==> src/rtl/cbif_pkg.sv <==
package cbif_pkg;

  // Latch load strobes passed from control to datapath
  typedef struct packed {
    logic capDirect;   // load the sequencer result straight into the output latch
    logic capShadow;   // park the sequencer result while a read blocks the latch
    logic fromShadow;  // move the parked result into the output latch
  } latchStrb_t;

endpackage

==> src/rtl/cbif_ctrl.sv <==
module cbif_ctrl
  import cbif_pkg::*;
#(
  parameter int SYNC_STAGES = 2,
  parameter int GUARD_CYC   = 1
) (
  input  logic       clk,
  input  logic       rstN,
  input  logic       csN,
  input  logic       rdN,
  input  logic       modeSel,
  input  logic       seqBusy,
  output logic       startPulse,
  output logic       haltReq,
  output logic       dataOe,
  output latchStrb_t strb
);

  localparam int GUARD_LOAD = GUARD_CYC + SYNC_STAGES;
  localparam int GW         = $clog2(GUARD_LOAD + 1);

  logic [SYNC_STAGES-1:0] csPipe;
  logic [SYNC_STAGES-1:0] rdPipe;

  generate
    for (genvar s = 0; s < SYNC_STAGES; s++) begin : gSync
      if (s == 0) begin : gFirst
        always_ff @(posedge clk or negedge rstN) begin
          if (!rstN) begin
            csPipe[s] <= 1'b1;
            rdPipe[s] <= 1'b1;
          end else begin
            csPipe[s] <= csN;
            rdPipe[s] <= rdN;
          end
        end
      end else begin : gNext
        always_ff @(posedge clk or negedge rstN) begin
          if (!rstN) begin
            csPipe[s] <= 1'b1;
            rdPipe[s] <= 1'b1;
          end else begin
            csPipe[s] <= csPipe[s-1];
            rdPipe[s] <= rdPipe[s-1];
          end
        end
      end
    end
  endgenerate

  logic          selNow, selPrev, selFall;
  logic          busyPrev, eoc;
  logic [GW-1:0] guardCnt;
  logic          guardOpen;
  logic          launched, seqIdle;
  logic          pendUpd, deferNow;
  logic          swGo, frGo, startQ;

  assign selNow    = !csPipe[SYNC_STAGES-1] && !rdPipe[SYNC_STAGES-1];
  assign selFall   = selNow && !selPrev;
  assign eoc       = busyPrev && !seqBusy;
  assign guardOpen = eoc || (guardCnt != '0);
  assign seqIdle   = !seqBusy && !launched && !startQ;
  assign deferNow  = eoc && !modeSel && selNow;
  assign swGo      = modeSel && selFall && seqIdle && !guardOpen;
  assign frGo      = !modeSel && seqIdle && !pendUpd && !deferNow;

  always_ff @(posedge clk or negedge rstN) begin
    if (!rstN) begin
      selPrev  <= 1'b0;
      busyPrev <= 1'b0;
      guardCnt <= '0;
      launched <= 1'b0;
      pendUpd  <= 1'b0;
      startQ   <= 1'b0;
    end else begin
      selPrev  <= selNow;
      busyPrev <= seqBusy;
      if (eoc)                 guardCnt <= GW'(GUARD_LOAD);
      else if (guardCnt != '0) guardCnt <= guardCnt - 1'b1;
      if (seqBusy)             launched <= 1'b0;
      else if (startQ)         launched <= 1'b1;
      if (deferNow)                pendUpd <= 1'b1;
      else if (pendUpd && !selNow) pendUpd <= 1'b0;
      startQ <= swGo || frGo;
    end
  end

  assign startPulse      = startQ;
  assign haltReq         = pendUpd;
  assign dataOe          = !csN && !rdN;
  assign strb.capDirect  = eoc && !deferNow;
  assign strb.capShadow  = deferNow;
  assign strb.fromShadow = pendUpd && !selNow;

  AST_START_SINGLE: assert property (@(posedge clk) disable iff (!rstN)
    startPulse |=> !startPulse);
  AST_START_WHEN_IDLE: assert property (@(posedge clk) disable iff (!rstN)
    startPulse |-> !$past(seqBusy));
  AST_GUARD_BLOCKS_START: assert property (@(posedge clk) disable iff (!rstN)
    (modeSel && guardOpen) |=> !startPulse);
  AST_WAIT_NO_HALT: assert property (@(posedge clk) disable iff (!rstN)
    (modeSel && eoc && !haltReq) |=> !haltReq);
  AST_HALT_BLOCKS_START: assert property (@(posedge clk) disable iff (!rstN)
    haltReq |-> !startPulse);
  AST_NO_DIRECT_WHILE_PEND: assert property (@(posedge clk) disable iff (!rstN)
    pendUpd |-> !strb.capDirect);

endmodule

==> src/rtl/cbif_dpath.sv <==
module cbif_dpath
  import cbif_pkg::*;
#(
  parameter int DATA_W = 8
) (
  input  logic              clk,
  input  logic              rstN,
  input  latchStrb_t        strb,
  input  logic [DATA_W-1:0] seqResult,
  output logic [DATA_W-1:0] dataOut
);

  logic [DATA_W-1:0] shadowReg;
  logic [DATA_W-1:0] dataReg;

  always_ff @(posedge clk or negedge rstN) begin
    if (!rstN) begin
      shadowReg <= '0;
      dataReg   <= '0;
    end else begin
      if (strb.capShadow) shadowReg <= seqResult;
      if (strb.capDirect)       dataReg <= seqResult;
      else if (strb.fromShadow) dataReg <= shadowReg;
    end
  end

  assign dataOut = dataReg;

  AST_STRB_EXCLUSIVE: assert property (@(posedge clk) disable iff (!rstN)
    $onehot0({strb.capDirect, strb.capShadow, strb.fromShadow}));

endmodule

==> src/rtl/conv_bus_if.sv <==
module conv_bus_if
  import cbif_pkg::*;
#(
  parameter int DATA_W      = 8,
  parameter int SYNC_STAGES = 2,
  parameter int GUARD_CYC   = 1
) (
  input  logic              clk,
  input  logic              rstN,
  input  logic              csN,
  input  logic              rdN,
  input  logic              modeSel,
  input  logic              seqBusy,
  input  logic [DATA_W-1:0] seqResult,
  output logic              startPulse,
  output logic              haltReq,
  output logic [DATA_W-1:0] dataOut,
  output logic              dataOe
);

  latchStrb_t strb;

  cbif_ctrl #(
    .SYNC_STAGES(SYNC_STAGES),
    .GUARD_CYC  (GUARD_CYC)
  ) uCtrl (
    .clk       (clk),
    .rstN      (rstN),
    .csN       (csN),
    .rdN       (rdN),
    .modeSel   (modeSel),
    .seqBusy   (seqBusy),
    .startPulse(startPulse),
    .haltReq   (haltReq),
    .dataOe    (dataOe),
    .strb      (strb)
  );

  cbif_dpath #(
    .DATA_W(DATA_W)
  ) uDpath (
    .clk      (clk),
    .rstN     (rstN),
    .strb     (strb),
    .seqResult(seqResult),
    .dataOut  (dataOut)
  );

endmodule

==> config.mk <==
export PLATFORM = sky130hd
export DESIGN_NAME = conv_bus_if
export DESIGN_NICKNAME = d
export VERILOG_FILES = /design/src/rtl/cbif_pkg.sv /design/src/rtl/cbif_ctrl.sv /design/src/rtl/cbif_dpath.sv /design/src/rtl/conv_bus_if.sv
export SDC_FILE = /design/constraint.sdc
export NUM_CORES = 1
export LEC_CHECK = 0
export ABC_AREA = 1
export CAP_MARGIN = 25
export CORE_MARGIN = 3
export CORE_UTILIZATION = 50
export DETAILED_ROUTE_END_ITERATION = 8
export PLACE_DENSITY = 0.78
export SETUP_SLACK_MARGIN = 0.05
export SKIP_CTS_REPAIR_TIMING = 1
export SLEW_MARGIN = 0
export SYNTH_ARGS = -nofsm -noshare
export SYNTH_HDL_FRONTEND = slang
export SYNTH_SLANG_ARGS = --single-unit
==> constraint.sdc <==
create_clock -name clk -period 1.35 [get_ports clk]
set_input_delay 0.2025 -clock clk [delete_from_list [all_inputs] [get_ports clk]]
set_output_delay 0.2025 -clock clk [all_outputs]
set_load 0.01 [all_outputs]
# ---- Word level (Yosys, flattened, before mapping)
# Index checks and enable logic that the tools add are counted.
dict set report totals {
  in_bits 14
  elab_cells 57
  mem_bits_ro 0
  latch_bits 0
  n_memories 0
  register_bits 27
  mem_bits_rw 0
}
dict set report op_classes {
  eq_ne 0
  mux 8
  n_bitwise 0
  shift 0
  n_reduce_logical 36
  n_div 0
  magnitude_cmp 0
  addsub 1
  mul 0
}
# operator count
set op_table {}
lappend op_table {{$logic_and A1 B1 Y1} 16}
lappend op_table {{$mux W8} 2}
lappend op_table {{$logic_not A1 Y1} 13}
lappend op_table {{$reduce_bool A2 Y1} 5}
lappend op_table {{$mux W1} 4}
lappend op_table {{$mux W2} 2}
lappend op_table {{$logic_or A1 B1 Y1} 2}
lappend op_table {{$sub A2 B1 Y2 const B} 1}

# ---- Longest topological paths before layout
dict set report logic_depth {
  word_depth 7
  depth_mapped 8
  depth_no_buf 8
}

# ---- By module
# A second synthesis with hierarchy kept.
dict set report unflattened {
  cells_unflattened 137
  area_unflattened_um2 1178.6
}
# module area_each_um2 seq_area_each_um2 cells_per_inst n_inst
set by_module_without_submodules {}
lappend by_module_without_submodules {cbif_dpath 729.4 400.4 93 1}
lappend by_module_without_submodules {cbif_ctrl 449.2 280.3 44 1}

# ---- Worst setup path after synthesis
# Ideal clock, no wire load.
dict set report synth_timing {
  path_type {reg-to-reg}
  start {reg uCtrl.csPipe[1]}
  end {reg uDpath.dataReg[0] (netlist: uDpath.dataOut[0])}
  synth_period_minus_slack_ns 1.127
  stages_incl_launch_ff 6
  path_slack_ns 0.223
  setup_time_ns 0.117
  t_arrival_ns 1.011
  cell_sequence {dfstp_2 inv_1 nand2_2 nand2_1 nand3_1 nand2_1}
}
dict set report synth_via {
  elab_chain_len 6
  elab_cells_between_ends 9
  classes_between {mux: 1; reduce/logical: 8}
}
# element line_no
set synth_lines {}
lappend synth_lines {{start: declaration} cbif_ctrl.sv:22} ;# logic [SYNC_STAGES-1:0] csPipe;
lappend synth_lines {{start signal: indexed assignment} cbif_ctrl.sv:43} ;# csPipe[s] <= csPipe[s-1];
lappend synth_lines {{$logic_not A1 Y1 *} cbif_ctrl.sv:59} ;# assign selNow = !csPipe[SYNC_STAGES-1] && !rdPipe[SYNC_STAGES-1];
lappend synth_lines {{$logic_and A1 B1 Y1 *} cbif_ctrl.sv:59}
lappend synth_lines {{$logic_and A1 B1 Y1} cbif_ctrl.sv:64} ;# assign deferNow = eoc && !modeSel && selNow;
lappend synth_lines {{$logic_not A1 Y1} cbif_ctrl.sv:92} ;# assign strb.capDirect = eoc && !deferNow;
lappend synth_lines {{$logic_and A1 B1 Y1} cbif_ctrl.sv:92}
lappend synth_lines {{$mux W8 or $reduce_bool A2 Y1 (tied branches)} -}
lappend synth_lines {{end signal: assignment} cbif_dpath.sv:22} ;# if (strb.capDirect) dataReg <= seqResult;
lappend synth_lines {{end signal: assignment} cbif_dpath.sv:23} ;# else if (strb.fromShadow) dataReg <= shadowReg;
lappend synth_lines {{end: declaration} cbif_dpath.sv:14} ;# logic [DATA_W-1:0] dataReg;
# Every way passes the cells marked *; elsewhere a longest branch is shown, timed or not.
# A chain may end at the register's enable or synchronous reset.

# ---- Final worst setup path
dict set report layout_timing {
  start {reg uCtrl.csPipe[1]}
  end {reg uDpath.dataReg[2] (netlist: uDpath.dataOut[2])}
}
# The elaborated chain is that of the path after synthesis.

==> summary.md <==
| Metric | Value |
|---|---|
| Antenna violations before repair | `0` |
| Pin count of the biggest net entering global routing | `28` |
| Die Ht | `55.7 um` |
| Register area | `681 um2` |
| Startpoint types | `flop` |
| Hold Vio Cnt, Final | `0` |
| Vias per cell | `between 5 and 6` |
| Mapped cell area | `0.00124 mm2` |
| # nets final | `~190` |
| Worst setup margin | `0.172 ns` |
| WP data arrival | `roughly 1.5 ns` |
| Ys flop type | `dfrtp_1` |
| Total GRT Usage | `0.184` |
| Outcome | `completed` |
| Global-route wire length before repair | `roughly 4600 um` |
| Finished Cell Area | `0.00163 mm2` |
| Fmax | `0.849 GHz` |
| WL/cell | `12.6 um` |
| Top-level port count | `25` |
| Remaining DRCs | `0` |
| Total routed wirelength | `2530 um` |
| Met1 Use GR | `0.241` |
| Slew Limit Fails | `0` |
| H-tree Lvls | `1` |
| Crit Reg-Reg Startpoint | `uCtrl.csPipe[1]$_DFF_PN1_` |
| Ant diodes | `0` |
| PwrDens | `1120 mW/mm2` |
| DR iter-0 viols | `35` |
| RSZ-0062 raised after global routing | `no` |
| Syn_area_per_cell | `~9.0 um2` |
| Fin crit share | `0.873` |
| Worst slew pin tran | `0.276 ns` |
| Placed Area | `~0.0015 mm2` |
| Critical Path RT | `~1.6 ns` |
| Initial core utilization | `0.543` |
| Pleak | `slightly above 0.0009 uW` |
| Clk_lat worst skew | `roughly 0.33 ns` |
| 1st-pass router iterations | `4` |
| Port-buffer cells | `24` |
| Crit-path cells | `inv_1 > nand2_2 > buf_4 > nand3_1 > nand2_1 > nand2_1 > nand2_1` |
| Core region area | `~0.0023 mm2` |
| Pre-CTS WS | `-0.133 ns` |
| VDD IR max | `909 uV` |
| Met2 GRT Util | `0.287` |
| Synthesized flop and latch total | `27` |
| CP Max Fanout | `9` |
| Clock tree buffer depth | `2` |
| Clock transition at the registers of the reported paths | `between 0.1 and 0.15 ns` |
| Leading area contributor after synthesis | `dfrtp_1` |
| Most frequent cell on the critical path | `nand2_1` |
| Number of flops mapped to enable cells by yosys | `0` |
| Sequential cell area fraction in the yosys report | `0.551` |
| Min Tclk post-route | `between 1 and 1.5 ns` |
| Post-DP HPWL | `1740 um` |
| Antenna-violating nets left | `0` |
| Grt ovf | `0` |
| Post-Synthesis Cells | `137` |
| Cts bufs inserted | `3` |
| Final RePlAce weighted congestion | `0.754` |
| Final Util | `0.714` |
| Root Driver | `clkbuf_4` |
| Most frequent cell after synthesis | `nand2_1` |
| Layout area overhead | `31.5%` |
| Async S/R FF share, synth | `1.00` |
| Post-Syn Nets | `152` |
| Fillers | `about 190` |
| # rows | `17` |
| Most area-consuming cells after synthesis | `dfrtp_1 47%, nand2_1 10%, nand3_1 10%, dfstp_2 8.5%, inv_1 4.9%` |
| CP endpoint kind | `flop` |
| Library cells used by synthesis | `21` |
| Clock Skew | `0.00374 ns` |
| # setup viols final | `0` |
| CP Class | `flop to flop` |
| Vias in the first global route | `between 1000 and 1500` |
| GR peak layer | `met2` |
| Vias | `around 1000` |
| Number of placed instances, taps included | `slightly below 200` |
| Clock sink count | `27` |
| Die W | `55.7 um` |
| Area share of the largest cell type after synthesis | `0.466` |
| Multi-input logic area | `442 um2` |
| Total chip power | `1830 uW` |
| Critical path's slowest cell | `dfstp_2` |
| Die Area | `0.00310 mm2` |
| Worst hold path class | `input port to asynchronous set/reset pin` |
| Non-Filler Instances | `201` |
| Synth warn | `0` |
| Slew headroom | `0.815` |
| Post-synth top cells | `34 x nand2_1, 25 x nand3_1, 23 x dfrtp_1` |
| Max-Cap Viols | `0` |
| Largest stage delay on the critical path | `0.58 ns` |
| CTS tree | `yes` |
| Crit path from | `uCtrl.csPipe[1]$_DFF_PN1_` |
| Layout cells sized above 1 | `0.173` |
| Met3 usage | `0.0278` |
## per-layer routing
layer | part of all wire | wire, um
met4 | 0.017 | 43
met5 | 0 | 0
met2 | 0.49 | 1240
met3 | 0.052 | 132
met1 | 0.44 | 1110
## flip-flops by register name, indices dropped and copies added, names as in the netlist
signal            flops
uCtrl.startPulse      1
uCtrl.launched        1
uCtrl.selPrev         1
uDpath.shadowReg      8
uCtrl.guardCnt        2
uCtrl.busyPrev        1
uDpath.dataOut        8
uCtrl.rdPipe          2
uCtrl.csPipe          2
uCtrl.haltReq         1
## worst max-delay path: cells and delay by family, from the launching register on
kind	cells	cell delay [ns]
and+or+nand+nor	5	0.33
buffers and inverters	2	0.21
DFF	1	0.58
## where the power goes
group          total (uW)  leakage (uW)  switching (uW)  internal [uW]
clock network         349     0.0000177             238            111
logic                 461      0.000588             225            236
registers            1020      0.000324            70.9            946
## placed cells by master, fill, tap and decap left out
cell	instances
nand3_1	25
nand3_4	1
nand2_1	34
inv_2	1
dfstp_2	4
nand2_4	1
nor2_4	1
clkbuf_4	3
dlymetal6s2s_1	11
nand2_8	1
nand2_2	4
nor2_1	7
inv_1	16
a21oi_1	2
clkinv_2	1
buf_12	1
inv_4	1
dfrtp_1	23
buf_4	11
o21ai_0	3
o21ai_1	8
clkdlybuf4s50_1	13
ha_1	1
## area by class of cell
type | instances | area share
clock buffer | 3 | 0.0139
clock inverter | 1 | 0.00308
inverter | 18 | 0.0431
multi-input combinational | 88 | 0.272
sequential | 27 | 0.419
tap | 28 | 0.0216
timing repair buffer | 36 | 0.228
## per-stage QoR
step                TNS (ns)  hold slack [ns]
detailed placement    -0.611            0.347
floorplan                  0          -0.0931
finish                     0            0.202
global placement      -0.260            0.346
global route               0            0.200
CTS                    -1.23            0.204
## cell families after synthesis
logic type,synth area share
adder cells (fa/ha/maj),0.0101
AND/OR/NAND/NOR,0.295
flip-flops,0.551
buffers and inverters,0.0921
AO/OA/AOI/OAI,0.0526
## path summary, 6_finish.rpt
| check | endpoint | slack [ns] | depth (start not counted) |
|---|---|---|---|
| max | uDpath.dataOut[2]$_DFFE_PN0P_ | 0.17 | 7 |
| min | uDpath.shadowReg[5]$_DFFE_PN0P_ | 0.20 | 2 |
| max reg2reg | uDpath.dataOut[2]$_DFFE_PN0P_ | 0.17 | 7 |
| min reg2reg | uCtrl.csPipe[1]$_DFF_PN1_ | 0.36 | 0 |
| max in group asynchronous | uCtrl.rdPipe[1]$_DFF_PN1_ | 0.92 | 2 |
| min in group clk | uCtrl.rdPipe[0]$_DFF_PN1_ | 0.29 | 1 |
Power figures use the tool's default switching activity.
